<file path="src/rtl/fpc_pkg.sv">
package fpc_pkg;
  typedef enum logic [1:0] {
    ST_OFF     = 2'd0,
    ST_RESTART = 2'd1,
    ST_RUN     = 2'd2
  } run_state_e;
endpackage

</file>
<file path="src/rtl/fpc_sync.sv">
module fpc_sync #(
  parameter int W      = 1,
  parameter int STAGES = 2
) (
  input  logic         clk_i,
  input  logic         rst_ni,
  input  logic [W-1:0] d_i,
  output logic [W-1:0] q_o
);
  logic [W-1:0] stg_q [STAGES];

  always_ff @(posedge clk_i or negedge rst_ni) begin
    if (!rst_ni) begin
      for (int i = 0; i < STAGES; i++) stg_q[i] <= '0;
    end else begin
      stg_q[0] <= d_i;
      for (int i = 1; i < STAGES; i++) stg_q[i] <= stg_q[i-1];
    end
  end

  assign q_o = stg_q[STAGES-1];
endmodule

</file>
<file path="src/rtl/fpc_ovp_latch.sv">
module fpc_ovp_latch #(
  parameter int FILT = 2
) (
  input  logic clk_i,
  input  logic rst_ni,
  input  logic ovp_s_i,
  input  logic clr_i,
  output logic latch_o
);
  localparam int CNT_W = $clog2(FILT + 1);

  logic [CNT_W-1:0] hi_cnt_q;
  logic             set_evt;

  // count consecutive synchronized high cycles
  always_ff @(posedge clk_i or negedge rst_ni) begin
    if (!rst_ni)                       hi_cnt_q <= '0;
    else if (!ovp_s_i)                 hi_cnt_q <= '0;
    else if (hi_cnt_q != CNT_W'(FILT)) hi_cnt_q <= hi_cnt_q + 1'b1;
  end

  assign set_evt = ovp_s_i && (hi_cnt_q >= CNT_W'(FILT - 1));

  // clear wins; a persisting fault re-latches on the next cycle
  always_ff @(posedge clk_i or negedge rst_ni) begin
    if (!rst_ni)      latch_o <= 1'b0;
    else if (clr_i)   latch_o <= 1'b0;
    else if (set_evt) latch_o <= 1'b1;
  end

  AST_OVP_NEEDS_FILTER: assert property (@(posedge clk_i) disable iff (!rst_ni)
    $rose(latch_o) |-> $past(ovp_s_i) && ($past(hi_cnt_q) >= CNT_W'(FILT - 1)));

  AST_OVP_STICKY: assert property (@(posedge clk_i) disable iff (!rst_ni)
    $fell(latch_o) |-> $past(clr_i));
endmodule

</file>
<file path="src/rtl/fpc_thermal.sv">
module fpc_thermal #(
  parameter int TEMP_W    = 8,
  parameter int TRIP_CODE = 160,
  parameter int REL_CODE  = 140
) (
  input  logic              clk_i,
  input  logic              rst_ni,
  input  logic [TEMP_W-1:0] temp_i,
  output logic              active_o
);
  localparam logic [TEMP_W-1:0] TRIP = TEMP_W'(TRIP_CODE);
  localparam logic [TEMP_W-1:0] REL  = TEMP_W'(REL_CODE);

  always_ff @(posedge clk_i or negedge rst_ni) begin
    if (!rst_ni)                     active_o <= 1'b0;
    else if (!active_o && temp_i > TRIP) active_o <= 1'b1;
    else if (active_o && temp_i < REL)   active_o <= 1'b0;
  end

  AST_THERM_HOLD: assert property (@(posedge clk_i) disable iff (!rst_ni)
    (active_o && temp_i >= REL) |=> active_o);

  AST_THERM_NO_EARLY_TRIP: assert property (@(posedge clk_i) disable iff (!rst_ni)
    (!active_o && temp_i <= TRIP) |=> !active_o);
endmodule

</file>
<file path="src/rtl/fpc_seq.sv">
module fpc_seq
  import fpc_pkg::*;
(
  input  logic clk_i,
  input  logic rst_ni,
  input  logic fault_i,
  output logic restart_o,
  output logic run_o,
  output logic off_o
);
  run_state_e st_q, st_d;

  always_comb begin
    st_d = st_q;
    unique case (st_q)
      ST_OFF:     if (!fault_i) st_d = ST_RESTART;
      ST_RESTART: st_d = fault_i ? ST_OFF : ST_RUN;
      ST_RUN:     if (fault_i) st_d = ST_OFF;
      default:    st_d = ST_OFF;
    endcase
  end

  always_ff @(posedge clk_i or negedge rst_ni) begin
    if (!rst_ni) st_q <= ST_OFF;
    else         st_q <= st_d;
  end

  assign restart_o = (st_q == ST_RESTART);
  assign run_o     = (st_q == ST_RUN);
  assign off_o     = (st_q == ST_OFF);

  AST_RESTART_ONE_CYCLE: assert property (@(posedge clk_i) disable iff (!rst_ni)
    restart_o |=> !restart_o);
endmodule

</file>
<file path="src/rtl/fault_prot_ctrl.sv">
module fault_prot_ctrl #(
  parameter int TEMP_W      = 8,
  parameter int TRIP_CODE   = 160,
  parameter int REL_CODE    = 140,
  parameter int SYNC_STAGES = 2,
  parameter int OVP_FILT    = 2
) (
  input  logic              clk_i,
  input  logic              rst_ni,
  input  logic              ovp_raw_i,
  input  logic              uvlo_i,
  input  logic [TEMP_W-1:0] temp_code_i,
  input  logic              en_pin_i,
  input  logic              standby_req_i,
  output logic              gate_en_o,
  output logic              ss_discharge_o,
  output logic              restart_o,
  output logic              ldo_en_o,
  output logic              stat_ovp_o,
  output logic              stat_therm_o,
  output logic              stat_uvlo_o
);
  localparam int NSYNC = 3;

  logic [NSYNC-1:0] raw_vec, syn_vec;
  logic ovp_s, uvlo_s, en_s;
  logic en_d_q, en_low_seen_q, stby_d_q;
  logic en_rise, en_fall, toggle_evt, stby_evt, ovp_clr;
  logic ovp_lat, therm_act;
  logic fault_any, run, off;

  assign raw_vec = {en_pin_i, uvlo_i, ovp_raw_i};

  fpc_sync #(.W(NSYNC), .STAGES(SYNC_STAGES)) u_sync (
    .clk_i (clk_i),
    .rst_ni(rst_ni),
    .d_i   (raw_vec),
    .q_o   (syn_vec)
  );

  assign ovp_s  = syn_vec[0];
  assign uvlo_s = syn_vec[1];
  assign en_s   = syn_vec[2];

  // enable toggle = low phase followed by a rise
  always_ff @(posedge clk_i or negedge rst_ni) begin
    if (!rst_ni) begin
      en_d_q        <= 1'b0;
      en_low_seen_q <= 1'b0;
      stby_d_q      <= 1'b0;
    end else begin
      en_d_q   <= en_s;
      stby_d_q <= standby_req_i;
      if (en_fall)      en_low_seen_q <= 1'b1;
      else if (en_rise) en_low_seen_q <= 1'b0;
    end
  end

  assign en_rise    = en_s && !en_d_q;
  assign en_fall    = !en_s && en_d_q;
  assign toggle_evt = en_rise && en_low_seen_q;
  assign stby_evt   = standby_req_i && !stby_d_q;
  assign ovp_clr    = toggle_evt || stby_evt;

  fpc_ovp_latch #(.FILT(OVP_FILT)) u_ovp (
    .clk_i  (clk_i),
    .rst_ni (rst_ni),
    .ovp_s_i(ovp_s),
    .clr_i  (ovp_clr),
    .latch_o(ovp_lat)
  );

  fpc_thermal #(.TEMP_W(TEMP_W), .TRIP_CODE(TRIP_CODE), .REL_CODE(REL_CODE)) u_therm (
    .clk_i   (clk_i),
    .rst_ni  (rst_ni),
    .temp_i  (temp_code_i),
    .active_o(therm_act)
  );

  assign fault_any = ovp_lat || therm_act || uvlo_s || !en_s || standby_req_i;

  fpc_seq u_seq (
    .clk_i    (clk_i),
    .rst_ni   (rst_ni),
    .fault_i  (fault_any),
    .restart_o(restart_o),
    .run_o    (run),
    .off_o    (off)
  );

  assign gate_en_o      = run && !fault_any;
  assign ss_discharge_o = off;
  assign ldo_en_o       = !therm_act && !uvlo_s;
  assign stat_ovp_o     = ovp_lat;
  assign stat_therm_o   = therm_act;
  assign stat_uvlo_o    = uvlo_s;

  AST_OVP_DISCHARGE: assert property (@(posedge clk_i) disable iff (!rst_ni)
    $rose(ovp_lat) |=> ss_discharge_o);

  AST_OVP_GATE_OFF: assert property (@(posedge clk_i) disable iff (!rst_ni)
    $rose(ovp_lat) |-> !gate_en_o);

  AST_NO_REARM_ON_CLEAR: assert property (@(posedge clk_i) disable iff (!rst_ni)
    $fell(ovp_lat) |-> !gate_en_o);

  AST_GATE_AFTER_RESTART: assert property (@(posedge clk_i) disable iff (!rst_ni)
    $rose(gate_en_o) |-> $past(restart_o));

  AST_THERM_SHUTS_ALL: assert property (@(posedge clk_i) disable iff (!rst_ni)
    $rose(therm_act) |-> !gate_en_o && !ldo_en_o);

  AST_UVLO_SHUTS_ALL: assert property (@(posedge clk_i) disable iff (!rst_ni)
    $rose(uvlo_s) |-> !gate_en_o && !ldo_en_o);

  AST_STANDBY_BLOCKS: assert property (@(posedge clk_i) disable iff (!rst_ni)
    standby_req_i |-> !gate_en_o);
endmodule

</file>
<file path="config.mk">
export PLATFORM = sky130hd
export DESIGN_NAME = fault_prot_ctrl
export DESIGN_NICKNAME = d
export VERILOG_FILES = /design/src/rtl/fpc_pkg.sv /design/src/rtl/fpc_sync.sv /design/src/rtl/fpc_ovp_latch.sv /design/src/rtl/fpc_thermal.sv /design/src/rtl/fpc_seq.sv /design/src/rtl/fault_prot_ctrl.sv
export SDC_FILE = /design/constraint.sdc
export NUM_CORES = 1
export LEC_CHECK = 0
export ABC_AREA = 1
export BUFFER_PORTS_ARGS = -buffer_cell sky130_fd_sc_hd__buf_2
export CAP_MARGIN = 20
export CORE_UTILIZATION = 48
export DETAILED_ROUTE_END_ITERATION = 12
export HOLD_SLACK_MARGIN = 0.05
export PLACE_DENSITY = 0.87
export SLEW_MARGIN = 20
export SYNTH_ARGS = -nofsm -noshare
export SYNTH_HDL_FRONTEND = slang
export SYNTH_SLANG_ARGS = --single-unit
</file>
<file path="constraint.sdc">
create_clock -name clk_i -period 2 [get_ports clk_i]
set_input_delay 0.3 -clock clk_i [delete_from_list [all_inputs] [get_ports clk_i]]
set_output_delay 0.3 -clock clk_i [all_outputs]
set_load 0.03 [all_outputs]
</file>
======== After elaboration in Yosys (flattened, before gate mapping) ========
Index checks and enable logic that the tools add are counted.
operators by class
  add/subtract/negate cells ............... 1
  reduce and logical (&&, ||, !) cells .... 25
  multiplexer cells ....................... 12
  equal/unequal tests ..................... 6
  magnitude comparators ................... 3
operator list
  kind                                                 number
  two-way mux 2 bit                                    5
  logical AND 1 bit                                    9
  > comparator 8 bit, second input constant            1
  less-than comparator 8 bit, second input constant    1
  logical NOT 1 bit                                    6
  two-way mux 1 bit                                    6
  != test 2 bit, second input constant                 3
  one-hot mux 2 bit (3 select lines)                   1
  nonzero test 2 bit                                   3
  logical OR 1 bit                                     5
  adder 2 x 1 -> 2 bit, second input constant          1
  equality test 2 x 1 -> 1 bit, second input constant  1
  equality test 2 bit, second input constant           1
  >= comparator 2 x 1 -> 1 bit, second input constant  1
  logical NOT 2 bit                                    1
  != test 2 x 1 -> 1 bit, second input constant        1
  AND reduction 2 bit                                  1
word-level totals
  register bits after elaboration ......... 15
  logic and storage cells ................. 56
  output and inout bits ................... 7
  bits of input ports ..................... 14

======== Longest topological paths before layout ========
  depth in word-level cells ............... 6
  gate-level depth with buffers ........... 6

======== By module ========
From an unflattened synthesis, not the netlist that was laid out.
unflattened totals
  cells, all modules ...................... 79
  area total of the unflattened synthesis .. 696.9 um^2
modules (own cells, without submodules)
  module           area each (um^2)  seq. area each (um^2)  cells an instance  times used
  fpc_sync         172.7             150.1                  9                  1
  fault_prot_ctrl  162.7             75.1                   18                 1
  fpc_ovp_latch    157.7             75.1                   18                 1
  fpc_thermal      112.6             25.0                   22                 1
  fpc_seq          91.3              50.0                   12                 1

======== Least setup slack after synthesis ========
OpenSTA, ideal clock, no wires.
  path kind ............................... reg2out
  start ................................... register u_therm.active_o
  end ..................................... output port gate_en_o
  stages on the path, launching flop included .. 4
  required time ........................... 1700 ps
  arrival ................................. 1426 ps
  setup slack ............................. 274 ps
  path through ............................ dfrtp_1 nor2_2 nand3_2 nor2_1
on the way
  cells in the longest elaborated chain, start to end .. 6
ends and longest elaborated chain
  item                           RTL line               RTL
  start: declaration             fpc_thermal.sv:9       output logic active_o
  start signal: assignment       fpc_thermal.sv:15      if (!rst_ni) active_o <= 1'b0;
  start signal: assignment       fpc_thermal.sv:16      else if (!active_o && temp_i > TRIP) active_o <= 1'b1;
  start signal: assignment       fpc_thermal.sv:17      else if (active_o && temp_i < REL) active_o <= 1'b0;
  logical OR 1 bit (4 in a row)  fault_prot_ctrl.sv:80  assign fault_any = ovp_lat || therm_act || uvlo_s || !en_s || standby_req_i;
  logical NOT 1 bit              fault_prot_ctrl.sv:91  assign gate_en_o = run && !fault_any;
  logical AND 1 bit              fault_prot_ctrl.sv:91
  end: declaration               fault_prot_ctrl.sv:15  output logic gate_en_o,
Every way passes these cells.

======== Worst setup path in the final report ========
  start ................................... register u_seq.st_q[1]
  end ..................................... output port gate_en_o
on the way
  cells in the longest elaborated chain, start to end .. 2
ends and longest elaborated chain
  item                      RTL line               RTL
  start: declaration        fpc_seq.sv:11          run_state_e st_q, st_d;
  start signal: assignment  fpc_seq.sv:25          else st_q <= st_d;
  equality test 2 bit       fpc_seq.sv:29          assign run_o = (st_q == ST_RUN);
  logical AND 1 bit         fault_prot_ctrl.sv:91
Every way passes these cells.

==> results.py <==
metrics = {
    "placement": {
        "post-dp-hpwl_um": 853,
        "post-place-ws_ns": 0.747,
        "io_buffers": 20,
        "place.gp.congestion": 0.686,
    },
    "finish": {
        "layout-drive-gt1-share": 0.311,
        "syn_to_final_growth_pct": 24.2,
        "finish.utilization": 0.675,
        "antenna_cells": 0,
        "fill_cells": 102,
        "fin_nets": 109,
    },
    "setup_path": {
        "cp.arrival_ns": 1.24,
        "critPathMaxFanout": 3,
        "worst-path-stages": 4,
        "cp_cell_sequence": "inv_1, or2_4, nor2_1, buf_2",
        "max_stage_delay_ns": 0.38,
        "critPathBufInv": 2,
        "endpoint_kind": "output port",
        "cp_slowest_cell": "dfrtp_1",
        "worstSetupPathType": "register to output port",
        "critPathRequiredTime_ns": 1.70,
        "cp_top_family": "flip-flops",
        "startpoint_type": "register",
        "reg2reg_depth": 3,
    },
    "detailed_routing": {
        "totalWireLength_mm": 1.04,
        "drc": 0,
        "dr_total_vias": 501,
        "first_pass_iters": 3,
        "drt_iter0_markers": 2,
        "routedWlPerCell_um": 10.0,
        "ant_nets": 0,
        "viasPerCell": 4.82,
    },
    "die": {
        "die_h_um": 38.4,
        "chipWidth_um": 38.4,
        "rows": 12,
        "start_util": 0.544,
        "dieArea_um2": 1480,
        "core_um2": 1170,
        "io_pins": 21,
    },
    "clock_network": {
        "cts_sinks": 15,
        "cts_buffers": 3,
        "path_clk_slew_ns": 0.08,
        "cts_tree": "built",
        "clk_path_buf_depth": 2,
        "cts_max_level": 1,
        "cts_resized": 0,
        "clockRootBuffer": "clkbuf_4",
        "clock_latency_ns": 0.26,
    },
    "synthesis": {
        "yosys.area.top_type": "dfrtp_1",
        "synthesis.area_um2": 637,
        "syn_nets": 83,
        "synth_edf_count": 0,
        "synth_fa_ha_area_frac": 0.0786,
        "yosys.area_share.simple": 0.165,
        "ys_seq_area_frac": 0.589,
        "syn_inst": 65,
        "synth_warnings": 0,
        "synth_top_family_by_area": "simple AND/OR/NAND/NOR gates",
        "synth-seq-cells": 15,
        "synth_cell_types": 14,
        "synthMuxAreaShare": 0.0177,
        "synth_ff_type": "dfrtp_1",
        "synth_commonest_cells": "15 x dfrtp_1, 15 x inv_1, 9 x nand2_1, 7 x nor2_1, 4 x ha_1",
        "yosysTopAreaCellShare": 0.589,
        "synth.area.top_cells": "dfrtp_1 59%, inv_1 8.8%, ha_1 7.9%, nand2_1 5.3%, nor2_1 4.1%",
        "async_flop_share": 1.00,
        "synthXorXnorAreaFrac": 0,
        "synth_compound_area_frac": 0.0609,
        "syn_area_per_cell_um2": 9.80,
    },
    "global_route": {
        "grt_pass1_vias": 502,
        "grt_pass1_wl_mm": 1.79,
        "grt.total_usage": 0.185,
        "grt_start_max_net_pins": 16,
        "grt_overflow": 0,
        "antenna_found_initial": 0,
    },
    "sta": {
        "setup_ws_ns": 0.461,
        "finClkSkew_ns": 0.00203,
        "hold_viol_final": 0,
        "maxSlewHeadroom": 0.792,
        "setup_violations": 0,
        "fmax_mhz": 650,
        "worst_slew_pin_slew_ns": 0.312,
        "post-route-min-period_ns": 1.54,
        "rsz0062_at_grt": "false",
        "fin_tns_setup_ns": 0,
        "finalCritPeriodShare": 0.770,
        "slew_viol_final": 0,
    },
    "power_and_ir_drop": {
        "power_frac_seq": 0.529,
        "leakage_nw": 0.442,
        "p_per_area_nw_per_um2": 883,
        "clkPwrFrac": 0.228,
        "swShare": 0.309,
        "ir_drop_mv": 0.711,
        "p_int_mw": 0.482,
        "power_switching_mw": 0.216,
        "combPwrFrac": 0.243,
    },
    "run": {
        "drv_cap": 0,
    },
    "min_path": {
        "min_path_type": "input pin to register",
        "hold_path_depth": 1,
    },
    "status": {
        "status": "finished, final reports clean",
    },
}
## placed cells by master, fill, tap and decap left out
cell type      count
buf_2             20
inv_1             15
dfrtp_1           15
nand2_1            9
nor2_1             7
ha_1               4
o21ai_0            3
a21oi_1            3
clkbuf_4           3
nor3_1             2
nand3_1            2
or2_4              1
nor2_2             1
nand3_2            1
a21oi_2            1
mux2_2             1
clkbuf_1           1
dlygate4sd3_1      1
## power by group through the flow
stage               Combinational (mW)  Clock (mW)  Sequential [mW]
detailed placement               0.170           0            0.375
CTS                              0.173       0.163            0.370
finish                           0.170       0.159            0.369
global route                     0.197       0.176            0.375
global placement                 0.160           0            0.373
floorplan                       0.0917           0            0.393
## what timing repair did
| item | 4_1_cts | 5_1_grt |
|---|---|---|
| setup buffers | 0 | 0 |
| hold endpoints to repair | 15 | 0 |
| hold buffers | 1 | 0 |
## area by class of cell
type	count	area [um^2]	area share
Multi-Input combinational cell	35	205	0.259
Sequential cell	15	375	0.475
Tap cell	14	17.5	0.0222
Inverter	15	56.3	0.0712
Timing Repair Buffer	21	110	0.139
Clock buffer	4	26.3	0.0332
## worst reg2reg max path, stage by stage (launching register included)
cell,delay [ns]
dfrtp_1,0.37
inv_1,0.06
ha_1,0.28
mux2_2,0.32
## final timing paths
check                                 from               to  slack [ns]
setup reg to reg             u_sync.q_o[2]    en_low_seen_q        0.85
max in group asynchronous           rst_ni    en_low_seen_q        1.29
hold / removal                      uvlo_i  u_sync.stg_q[4]        0.13
min in group asynchronous           rst_ni    u_sync.q_o[1]        0.47
hold reg to reg            u_sync.stg_q[3]    u_sync.q_o[0]        0.36
setup / recovery             u_seq.st_q[1]        gate_en_o        0.46
## metrics by stage
step	power, mW	instances	cell area [um^2]	hold slack (ns)
3_5_place_dp	0.545	99	754	0.214
4_1_cts	0.706	104	791	0.131
6_report	0.698	104	791	0.134
3_3_place_gp	0.532	99	754	0.211
2_1_floorplan	0.485	65	637	0.00441
5_1_grt	0.748	104	791	0.119
## sequential cells by signal, summed over array words and instances (netlist names)
register,count
u_sync.q_o,3
stby_d_q,1
u_therm.active_o,1
en_d_q,1
u_sync.stg_q,3
u_ovp.latch_o,1
u_ovp.hi_cnt_q,2
en_low_seen_q,1
u_seq.st_q,2
## routing by layer
layer,GRT usage,share of wire,up-vias
met4,0.0776,0.027,0
met1,0.180,0.39,229
li1,-,-,247
met2,0.356,0.51,21
met3,0.0523,0.072,4
met5,0,0,-
## logic make-up (layout without fill, tap and decap cells)
logic type | count (synthesis) | in the layout
fa+ha+maj | 4 | 4
compound gates | 7 | 7
mux | 1 | 1
flops | 15 | 15
buf+inv | 15 | 40
simple gates | 23 | 23
No activity file was read; power rests on OpenSTA's default activity.
